File: src/rtl/pgw_pkg.sv
package pgw_pkg;
  typedef logic [7:0] byte_t;

  typedef enum logic [0:0] {
    SQ_IDLE = 1'b0,
    SQ_PROG = 1'b1
  } sq_state_e;
endpackage

File: src/rtl/pgw_page_buf.sv
// Page buffer: one storage slot per byte of a page, a used flag per slot,
// and a pointer that wraps inside the page. PAGE_BYTES must be a power of two.
module pgw_page_buf
  import pgw_pkg::*;
#(
  parameter int ADDR_W     = 9,
  parameter int PAGE_BYTES = 8
) (
  input  logic                              clk,
  input  logic                              rst_n,
  input  logic                              load,
  input  logic [ADDR_W-1:0]                 load_addr,
  input  logic                              wr_en,
  input  byte_t                             wr_data,
  input  logic                              clear,
  input  logic [$clog2(PAGE_BYTES)-1:0]     rd_slot,
  output byte_t                             rd_data,
  output logic [PAGE_BYTES-1:0]             used,
  output logic                              any_used,
  output logic [ADDR_W-$clog2(PAGE_BYTES)-1:0] page_no
);
  localparam int SLOT_W = $clog2(PAGE_BYTES);
  localparam int PAGE_W = ADDR_W - SLOT_W;

  logic [SLOT_W-1:0] ptr_q;
  logic [PAGE_W-1:0] page_q;
  byte_t             slot_bytes [PAGE_BYTES];

  always_ff @(posedge clk or negedge rst_n) begin
    if (!rst_n) begin
      ptr_q  <= '0;
      page_q <= '0;
    end else if (load) begin
      ptr_q  <= load_addr[SLOT_W-1:0];
      page_q <= load_addr[ADDR_W-1:SLOT_W];
    end else if (wr_en) begin
      ptr_q  <= ptr_q + 1'b1;
    end
  end

  for (genvar g = 0; g < PAGE_BYTES; g++) begin : g_slot
    byte_t byte_q;
    logic  used_q;
    logic  hit;
    assign hit = wr_en && (ptr_q == SLOT_W'(g));

    always_ff @(posedge clk or negedge rst_n) begin
      if (!rst_n) begin
        byte_q <= '0;
        used_q <= 1'b0;
      end else begin
        if (hit) byte_q <= wr_data;
        if (load || clear) used_q <= 1'b0;
        else if (hit)      used_q <= 1'b1;
      end
    end

    assign slot_bytes[g] = byte_q;
    assign used[g]       = used_q;
  end

  assign rd_data  = slot_bytes[rd_slot];
  assign any_used = |used;
  assign page_no  = page_q;
endmodule

File: src/rtl/pgw_commit_gate.sv
// Tracks the open transaction and judges the chip-select rise.
module pgw_commit_gate (
  input  logic clk,
  input  logic rst_n,
  input  logic open_req,
  input  logic cs_rise,
  input  logic busy,
  input  logic wr_enabled,
  input  logic wr_inhibit,
  input  logic mid_byte,
  input  logic any_used,
  output logic open_ok,
  output logic live,
  output logic go,
  output logic drop
);
  logic live_q;
  logic close_evt;

  assign open_ok   = open_req && !busy;
  assign close_evt = cs_rise && live_q;

  always_ff @(posedge clk or negedge rst_n) begin
    if (!rst_n)         live_q <= 1'b0;
    else if (open_ok)   live_q <= 1'b1;
    else if (close_evt) live_q <= 1'b0;
  end

  assign live = live_q;
  assign go   = close_evt && !busy && wr_enabled && !wr_inhibit
                && !mid_byte && any_used;
  assign drop = close_evt && !go;
endmodule

File: src/rtl/pgw_prog_seq.sv
// Self-timed programming cycle: drains the used slots in ascending order
// over a valid/ready port while a timer runs PROG_CYCLES clocks.
module pgw_prog_seq
  import pgw_pkg::*;
#(
  parameter int PAGE_BYTES  = 8,
  parameter int PROG_CYCLES = 40
) (
  input  logic                          clk,
  input  logic                          rst_n,
  input  logic                          start,
  input  logic [PAGE_BYTES-1:0]         used,
  output logic [$clog2(PAGE_BYTES)-1:0] slot,
  output logic                          req_valid,
  input  logic                          req_ready,
  output logic                          busy,
  output logic                          done,
  output logic                          wel_clr
);
  localparam int SLOT_W = $clog2(PAGE_BYTES);
  localparam int IDX_W  = SLOT_W + 1;
  localparam int TMR_W  = $clog2(PROG_CYCLES + 1);

  sq_state_e        state_q;
  logic [IDX_W-1:0] idx_q;
  logic [TMR_W-1:0] tmr_q;
  logic             wel_q;
  logic             drained;
  logic             cur_used;
  logic             advance;

  assign drained  = (idx_q == IDX_W'(PAGE_BYTES));
  assign slot     = idx_q[SLOT_W-1:0];
  assign cur_used = !drained && used[slot];
  assign busy     = (state_q == SQ_PROG);
  assign req_valid = busy && cur_used;
  assign advance  = busy && !drained && (!cur_used || req_ready);
  assign done     = busy && drained && (tmr_q == '0);

  always_ff @(posedge clk or negedge rst_n) begin
    if (!rst_n) begin
      state_q <= SQ_IDLE;
      idx_q   <= '0;
      tmr_q   <= '0;
      wel_q   <= 1'b0;
    end else begin
      wel_q <= done;
      case (state_q)
        SQ_IDLE: if (start) begin
          state_q <= SQ_PROG;
          idx_q   <= '0;
          tmr_q   <= TMR_W'(PROG_CYCLES - 1);
        end
        SQ_PROG: begin
          if (advance)       idx_q   <= idx_q + 1'b1;
          if (tmr_q != '0)   tmr_q   <= tmr_q - 1'b1;
          if (done)          state_q <= SQ_IDLE;
        end
        default: state_q <= SQ_IDLE;
      endcase
    end
  end

  assign wel_clr = wel_q;
endmodule

File: src/rtl/page_write_engine.sv
module page_write_engine
  import pgw_pkg::*;
#(
  parameter int ADDR_W      = 9,
  parameter int PAGE_BYTES  = 8,
  parameter int PROG_CYCLES = 40
) (
  input  logic              clk,
  input  logic              rst_n,
  input  logic              txn_open,
  input  logic [ADDR_W-1:0] txn_addr,
  input  logic              din_valid,
  output logic              din_ready,
  input  logic [7:0]        din_data,
  input  logic              cs_rise,
  input  logic              cs_mid_byte,
  input  logic              wr_enabled,
  input  logic              wr_inhibit,
  output logic              busy,
  output logic              wel_clr,
  output logic              arr_valid,
  input  logic              arr_ready,
  output logic [ADDR_W-1:0] arr_addr,
  output logic [7:0]        arr_data
);
  localparam int SLOT_W = $clog2(PAGE_BYTES);
  localparam int PAGE_W = ADDR_W - SLOT_W;

  logic                  open_ok, live, go, drop, done, any_used, accept;
  logic [PAGE_BYTES-1:0] used;
  logic [SLOT_W-1:0]     slot;
  logic [PAGE_W-1:0]     page_no;
  byte_t                 rd_data;

  assign din_ready = live && !busy && !cs_rise;
  assign accept    = din_valid && din_ready;

  pgw_commit_gate u_gate (
    .clk        (clk),
    .rst_n      (rst_n),
    .open_req   (txn_open),
    .cs_rise    (cs_rise),
    .busy       (busy),
    .wr_enabled (wr_enabled),
    .wr_inhibit (wr_inhibit),
    .mid_byte   (cs_mid_byte),
    .any_used   (any_used),
    .open_ok    (open_ok),
    .live       (live),
    .go         (go),
    .drop       (drop)
  );

  pgw_page_buf #(.ADDR_W(ADDR_W), .PAGE_BYTES(PAGE_BYTES)) u_buf (
    .clk       (clk),
    .rst_n     (rst_n),
    .load      (open_ok),
    .load_addr (txn_addr),
    .wr_en     (accept),
    .wr_data   (din_data),
    .clear     (drop || done),
    .rd_slot   (slot),
    .rd_data   (rd_data),
    .used      (used),
    .any_used  (any_used),
    .page_no   (page_no)
  );

  pgw_prog_seq #(.PAGE_BYTES(PAGE_BYTES), .PROG_CYCLES(PROG_CYCLES)) u_seq (
    .clk       (clk),
    .rst_n     (rst_n),
    .start     (go),
    .used      (used),
    .slot      (slot),
    .req_valid (arr_valid),
    .req_ready (arr_ready),
    .busy      (busy),
    .done      (done),
    .wel_clr   (wel_clr)
  );

  assign arr_addr = {page_no, slot};
  assign arr_data = rd_data;
endmodule

File: config.mk
export PLATFORM = sky130hd
export DESIGN_NAME = page_write_engine
export DESIGN_NICKNAME = d
export VERILOG_FILES = /design/src/rtl/pgw_pkg.sv /design/src/rtl/pgw_page_buf.sv /design/src/rtl/pgw_commit_gate.sv /design/src/rtl/pgw_prog_seq.sv /design/src/rtl/page_write_engine.sv
export SDC_FILE = /design/constraint.sdc
export NUM_CORES = 1
export LEC_CHECK = 0
export CORE_MARGIN = 4
export CORE_UTILIZATION = 30
export CTS_BUF_LIST = sky130_fd_sc_hd__clkbuf_4
export DETAILED_ROUTE_END_ITERATION = 16
export GPL_TIMING_DRIVEN = 0
export PLACE_DENSITY = 0.59
export SETUP_SLACK_MARGIN = 0.5
export SYNTH_ARGS = -nofsm -noshare
export SYNTH_HDL_FRONTEND = slang
export SYNTH_SLANG_ARGS = --single-unit
File: constraint.sdc
create_clock -name clk -period 2.7 [get_ports clk]
set_input_delay 0.405 -clock clk [delete_from_list [all_inputs] [get_ports clk]]
set_output_delay 0.405 -clock clk [all_outputs]
set_load 0.05 [all_outputs]
==> results.cfg, run 1 <==
[worst_setup_path]
rrSetupSlack_ps = 670
critPathBufInv = 3
regToRegEndpoint = u_buf.g_slot[6].used_q
crit_fanout = 6
cp-start-kind = flip-flop
cp_slowest_stage_delay_ps = 510
endpoint_kind = output pin
crit_family = multiplexers
slowest_stage = mux4_2
arrival_ps = 2110
reg2reg_from = u_seq.busy
crit_path_cell_trace = buf_6 -> buf_12 -> mux4_2 -> mux2_4 -> buf_8
critical_path_class = reg -> out
r2r_cells = 5
crit_required_ps = 2300
startpoint = u_seq.idx_q[0]

[floorplan]
ioPinCount = 47
num_rows = 43
fp.dieW_um = 129.0
floorplan.initialDensity_pct = 31.17
core_um2 = 14100
fp.dieH_um = 129.0
die_area_um2 = 16650

[cts]
clk_path_buf_depth = 2
clk_latency_ps = 440
clkTransAtPathRegs_ps = 140
cts_tree = done
cts_root_buffer = clkbuf_4
cts_buffers = 9
htreeDepth = 3
cts.sinks = 94

[synthesis]
synthesis.area_um2 = 4394
synth_top_area_share_pct = 53.53
async_reset_ff_share_pct = 100.0
synthTopCellsByCount = 94 x dfrtp_1, 79 x mux2_2, 19 x nand2_1
synth_seq_cells = 94
seq_area_frac_synth_pct = 53.53
syn_nets = 350
yosys_most_used_dff = dfrtp_1
netlist_instances = 314
synth.area.top_cells = dfrtp_1 54%, mux2_2 20%, mux4_2 8.2%
syn_area_per_cell_um2 = 13.99
synth.most_common_cell = dfrtp_1
synth_edf_count = 0
yosysUniqueCellTypes = 40
yosysTopAreaCell = dfrtp_1
synth-warning-count = 0

[sta]
skew_ps = 13.77
fmax_mhz = 398.3
whs_ps = 389.4
rsz0062_at_grt = true
tightest_slew_ps = 605.9
min_period_ps = 2511
slew_violations = 0
finalCritPeriodShare_pct = 92.99
finalHoldViolations = 0
tns_ps = 0
slew_headroom_pct = 59.49
final-setup-viol-count = 0

[routing]
ant_nets = 0
first_iter_violations = 101
drt_pass1_iterations = 4
num_vias = 2726
avgRoutedWirePerCell_um = 16.64
viasPerCell = 4.825
remaining_drc_errors = 0
wl_mm = 9.401

[placement]
dpl-instance-area_um2 = 5112
portBuffers = 46
gp_congestion = 0.7505
hpwl_mm = 6.332
placedCellCount = 541

[run]
drv_cap = 0

[hold_path]
holdCritPathClass = in -> async

[power]
leakage_nw = 2.626
ir_drop_uv = 299.6
total_power_mw = 3.599
p_per_area_nw_per_um2 = 653.3

[layout]
final_cells = 565
nets = 416
area_growth_pct = 25.37
antenna_cells = 0
fin_area_um2 = 5509
fill_cells = 1359
drive_gt1_share_pct = 38.70

[global_route]
track_usage_pct = 12.39
grt_max_degree = 72
grt_pass1_vias = 2997
grt.overflow.total = 0
grt_pass1_wl_mm = 15.79
antenna_found_initial = 0

[outcome]
status = finished clean
## layout by cell type, fill, tap and decap left out, drive strengths merged, types with 5 or more instances in the layout
master,synthesis,final
nor2,5,5
ha,10,10
inv,16,16
buf,10,27
clkbuf,3,12
mux2,79,79
mux2i,9,9
mux4,16,16
clkdlybuf4s50,0,32
dfrtp,94,94
nand2,19,19
a21oi,11,11
## report_power, final
| group | internal, mW | switching [mW] |
|---|---|---|
| combinational | 0.621 | 0.623 |
| sequential | 1.46 | 0.0611 |
| clock | 0.370 | 0.469 |
## worst reg2reg max path, stage by stage, from the launching register on
cell	delay (ps)
dfrtp_1	420
buf_6	150
or4b_1	530
a211o_1	270
a311o_2	470
a21oi_1	130
## layout make-up
type | instances | area, um2 | area share, %
plain buffers | 13 | 117.6 | 2.135
clock buffers | 9 | 67.56 | 1.226
clock inverters | 7 | 88.84 | 1.613
inverters | 16 | 60.06 | 1.090
multi-input cells | 191 | 1972 | 35.79
flip-flops and latches | 94 | 2354 | 42.72
well taps | 180 | 225.2 | 4.088
repair buffers | 55 | 624.3 | 11.33
## layer usage
layer / part of all wire [%] / global-route usage, % / vias to the layer above
met5: 0 / 0 / -
met4: 1.5 / 4.447 / 0
met3: 2.9 / 2.556 / 12
met2: 50 / 20.76 / 32
met1: 46 / 15.95 / 1405
li1: - / - / 1277
## worst max-delay path by stage
stage               cells past startpoint                   endpoint  slack, ps
detailed placement                      8                  arr_valid       -380
finish                                  5                arr_data[5]        190
global route                            5                arr_data[5]         60
global placement                        1  u_buf.g_slot[0].byte_q[0]      -2210
floorplan                               4                arr_data[0]        530
CTS                                     5                arr_data[0]        130
## flip-flops by register name (all words and copies together) (netlist names)
signal	count
u_buf.g_slot.byte_q	64
u_buf.g_slot.used_q	8
u_buf.page_no	6
u_seq.tmr_q	6
u_seq.idx_q	4
u_buf.ptr_q	3
u_gate.live	1
u_seq.busy	1
u_seq.wel_clr	1
## what timing repair did
item | CTS | global route
setup buffers | 3 | 2
cloned | 2 | 0
hold buffers | 1 | 0
endpoints found under the setup margin | 20 | 31
resized for setup | 96 | 11
endpoints found under the hold margin | 23 | 0
pin swaps | 0 | 1
## kinds of logic (layout without fill, tap and decap cells)
group | Yosys count | after routing | synth area share [%]
multiplexers | 104 | 104 | 30.50
flip-flops | 94 | 94 | 53.53
AND/OR/NAND/NOR | 45 | 45 | 5.297
buffers and inverters | 29 | 100 | 2.990
AO/OA/AOI/OAI | 28 | 28 | 4.043
adder cells (fa/ha/maj) | 10 | 10 | 2.847
XOR/XNOR | 4 | 4 | 0.7974
## metrics by stage
step	utilization, %	setup WS [ps]
after CTS	38.76	134.6
after global placement	36.09	-2208
after floorplan	-	529.9
after global routing	39.08	61.87
final	39.08	189.1
after detailed placement	36.27	-383.6
No activity file was read; power rests on OpenSTA's default activity.
==> run 2: changes to the inputs <==
--- a/config.mk
+++ b/config.mk
@@ -10,8 +10,10 @@
 export CTS_BUF_LIST = sky130_fd_sc_hd__clkbuf_4
 export DETAILED_ROUTE_END_ITERATION = 16
 export GPL_TIMING_DRIVEN = 0
+export MAX_ROUTING_LAYER = met4
 export PLACE_DENSITY = 0.59
 export SETUP_SLACK_MARGIN = 0.5
 export SYNTH_ARGS = -nofsm -noshare
 export SYNTH_HDL_FRONTEND = slang
 export SYNTH_SLANG_ARGS = --single-unit
+export TNS_END_PERCENT = 100
==> results.cfg, run 2 (synthesized netlist as in run 1, its figures left out) <==
[layout]
largest_register_ff_count = 64
nets = 416
antenna_cells = 0
drive_gt1_share_pct = 38.70
layout_common_cells = 93 x dfrtp_1, 73 x mux2_2, 32 x clkdlybuf4s50_1
final_common_cell = dfrtp_1
area_growth_pct = 25.37
largest-register = u_buf.g_slot.byte_q
final_cells = 565
fin_area_um2 = 5509
top_regs = u_buf.g_slot.byte_q x64, u_buf.g_slot.used_q x8

[worst_setup_path]
startpoint = u_seq.idx_q[0]
cp-start-kind = flip-flop
arrival_ps = 2110
slowest_stage = mux4_2
crit_required_ps = 2300
r2r_cells = 5
rrSetupSlack_ps = 670
regToRegEndpoint = u_buf.g_slot[6].used_q
crit_fanout = 6
crit_path_cell_trace = buf_6 -> buf_12 -> mux4_2 -> mux2_4 -> buf_8
reg2reg_from = u_seq.busy
endpoint_kind = output pin
critical_path_class = reg -> out
cp_slowest_stage_delay_ps = 510

[cts]
clk_latency_ps = 450
clkTransAtPathRegs_ps = 140
cts_root_buffer = clkbuf_4
clk_path_buf_depth = 2
cts.sinks = 94
cts_buffers = 9
cts_tree = done
htreeDepth = 3

[global_route]
grt_pass1_wl_mm = 15.81
track_usage_pct = 12.78
grt_pass1_vias = 3008
grt.overflow.total = 0
grt_max_degree = 72
antenna_found_initial = 0

[routing]
avgRoutedWirePerCell_um = 16.63
ant_nets = 0
wl_mm = 9.396
first_iter_violations = 135
num_vias = 2731
drt_pass1_iterations = 4
viasPerCell = 4.834
remaining_drc_errors = 0

[outcome]
status = finished clean

[placement]
placedCellCount = 541
gp_congestion = 0.7602
portBuffers = 46
dpl-instance-area_um2 = 5112
hpwl_mm = 6.332

[power]
p_per_area_nw_per_um2 = 653.3
leakage_nw = 2.626
ir_drop_uv = 299.6

[floorplan]
fp.dieW_um = 129.0
die_area_um2 = 16650
num_rows = 43
ioPinCount = 47
fp.dieH_um = 129.0
core_um2 = 14100
floorplan.initialDensity_pct = 31.17

[sta]
slew_headroom_pct = 59.86
tns_ps = 0
skew_ps = 13.76
final-setup-viol-count = 0
fmax_mhz = 398.1
tightest_slew_ps = 600.4
slew_violations = 0
finalHoldViolations = 0
rsz0062_at_grt = true
finalCritPeriodShare_pct = 93.03
min_period_ps = 2512

[hold_path]
holdCritPathClass = in -> async

[run]
drv_cap = 0
run 2: worst max-delay path by stage:
stage / slack [ps] / end / cells past startpoint
after floorplan: 530 / arr_data[0] / 4
after global placement: -2210 / u_buf.g_slot[0].byte_q[0] / 1
after detailed placement: -380 / arr_valid / 8
after CTS: 130 / arr_data[0] / 5
after global routing: 60 / arr_data[5] / 5
final: 190 / arr_data[5] / 5
run 2: routing by layer:
metal | global-route usage, % | part of all wire, % | vias to the layer above | wire [um]
met5 | - | 0 | - | 0
li1 | - | - | 1275 | -
met4 | 4.447 | 1.6 | 0 | 152
met2 | 20.70 | 50 | 33 | 4682
met3 | 2.473 | 2.9 | 12 | 270
met1 | 16.08 | 46 | 1411 | 4290
run 2: stage by stage:
stage                     utilization [%]  hold slack, ps  power (mW)  setup WS (ps)
after floorplan                         -           109.4       2.178          529.9
after global placement              36.09           482.4       2.485          -2208
after detailed placement            36.27           337.7       2.507         -383.6
after CTS                           38.76           367.5       3.600          134.6
after global routing                39.08           393.8       3.809          61.87
final                               39.08           387.6       3.599          188.2
run 2: area by class of cell:
type	instances	area, um2
plain buffers	13	117.6
clock buffers	9	67.56
clock inverters	7	88.84
fillers	1359	8587
inverters	16	60.06
multi-input cells	191	1972
flip-flops and latches	94	2354
well taps	180	225.2
repair buffers	55	624.3
run 2: what timing repair did:
item,CTS,global route
hold endpoints to repair,23,0
gates cloned,2,0
setup endpoints to repair,20,31
gates resized for setup,96,11
buffers inserted,3,2
hold buffers,1,0
pin swaps,0,1
run 2: critical path: cells and delay by family (launching register included):
| kind | cells | cell delay (ps) |
|---|---|---|
| flops | 1 | 400 |
| buf+inv | 3 | 460 |
| mux | 2 | 800 |
run 2: power breakdown:
group	internal (mW)	switching [mW]	leakage, nW
Sequential	1.46	0.0617	1.26
Clock	0.370	0.468	0.0810
Combinational	0.621	0.622	1.28
Total	2.45	1.15	2.63
==> run 3: changes to the inputs <==
--- a/config.mk
+++ b/config.mk
@@ -5,6 +5,7 @@
 export SDC_FILE = /design/constraint.sdc
 export NUM_CORES = 1
 export LEC_CHECK = 0
+export CAP_MARGIN = 15
 export CORE_MARGIN = 4
 export CORE_UTILIZATION = 30
 export CTS_BUF_LIST = sky130_fd_sc_hd__clkbuf_4
==> results of run 3 <==
Final layout, timing and power as in run 2 (identical DEF).
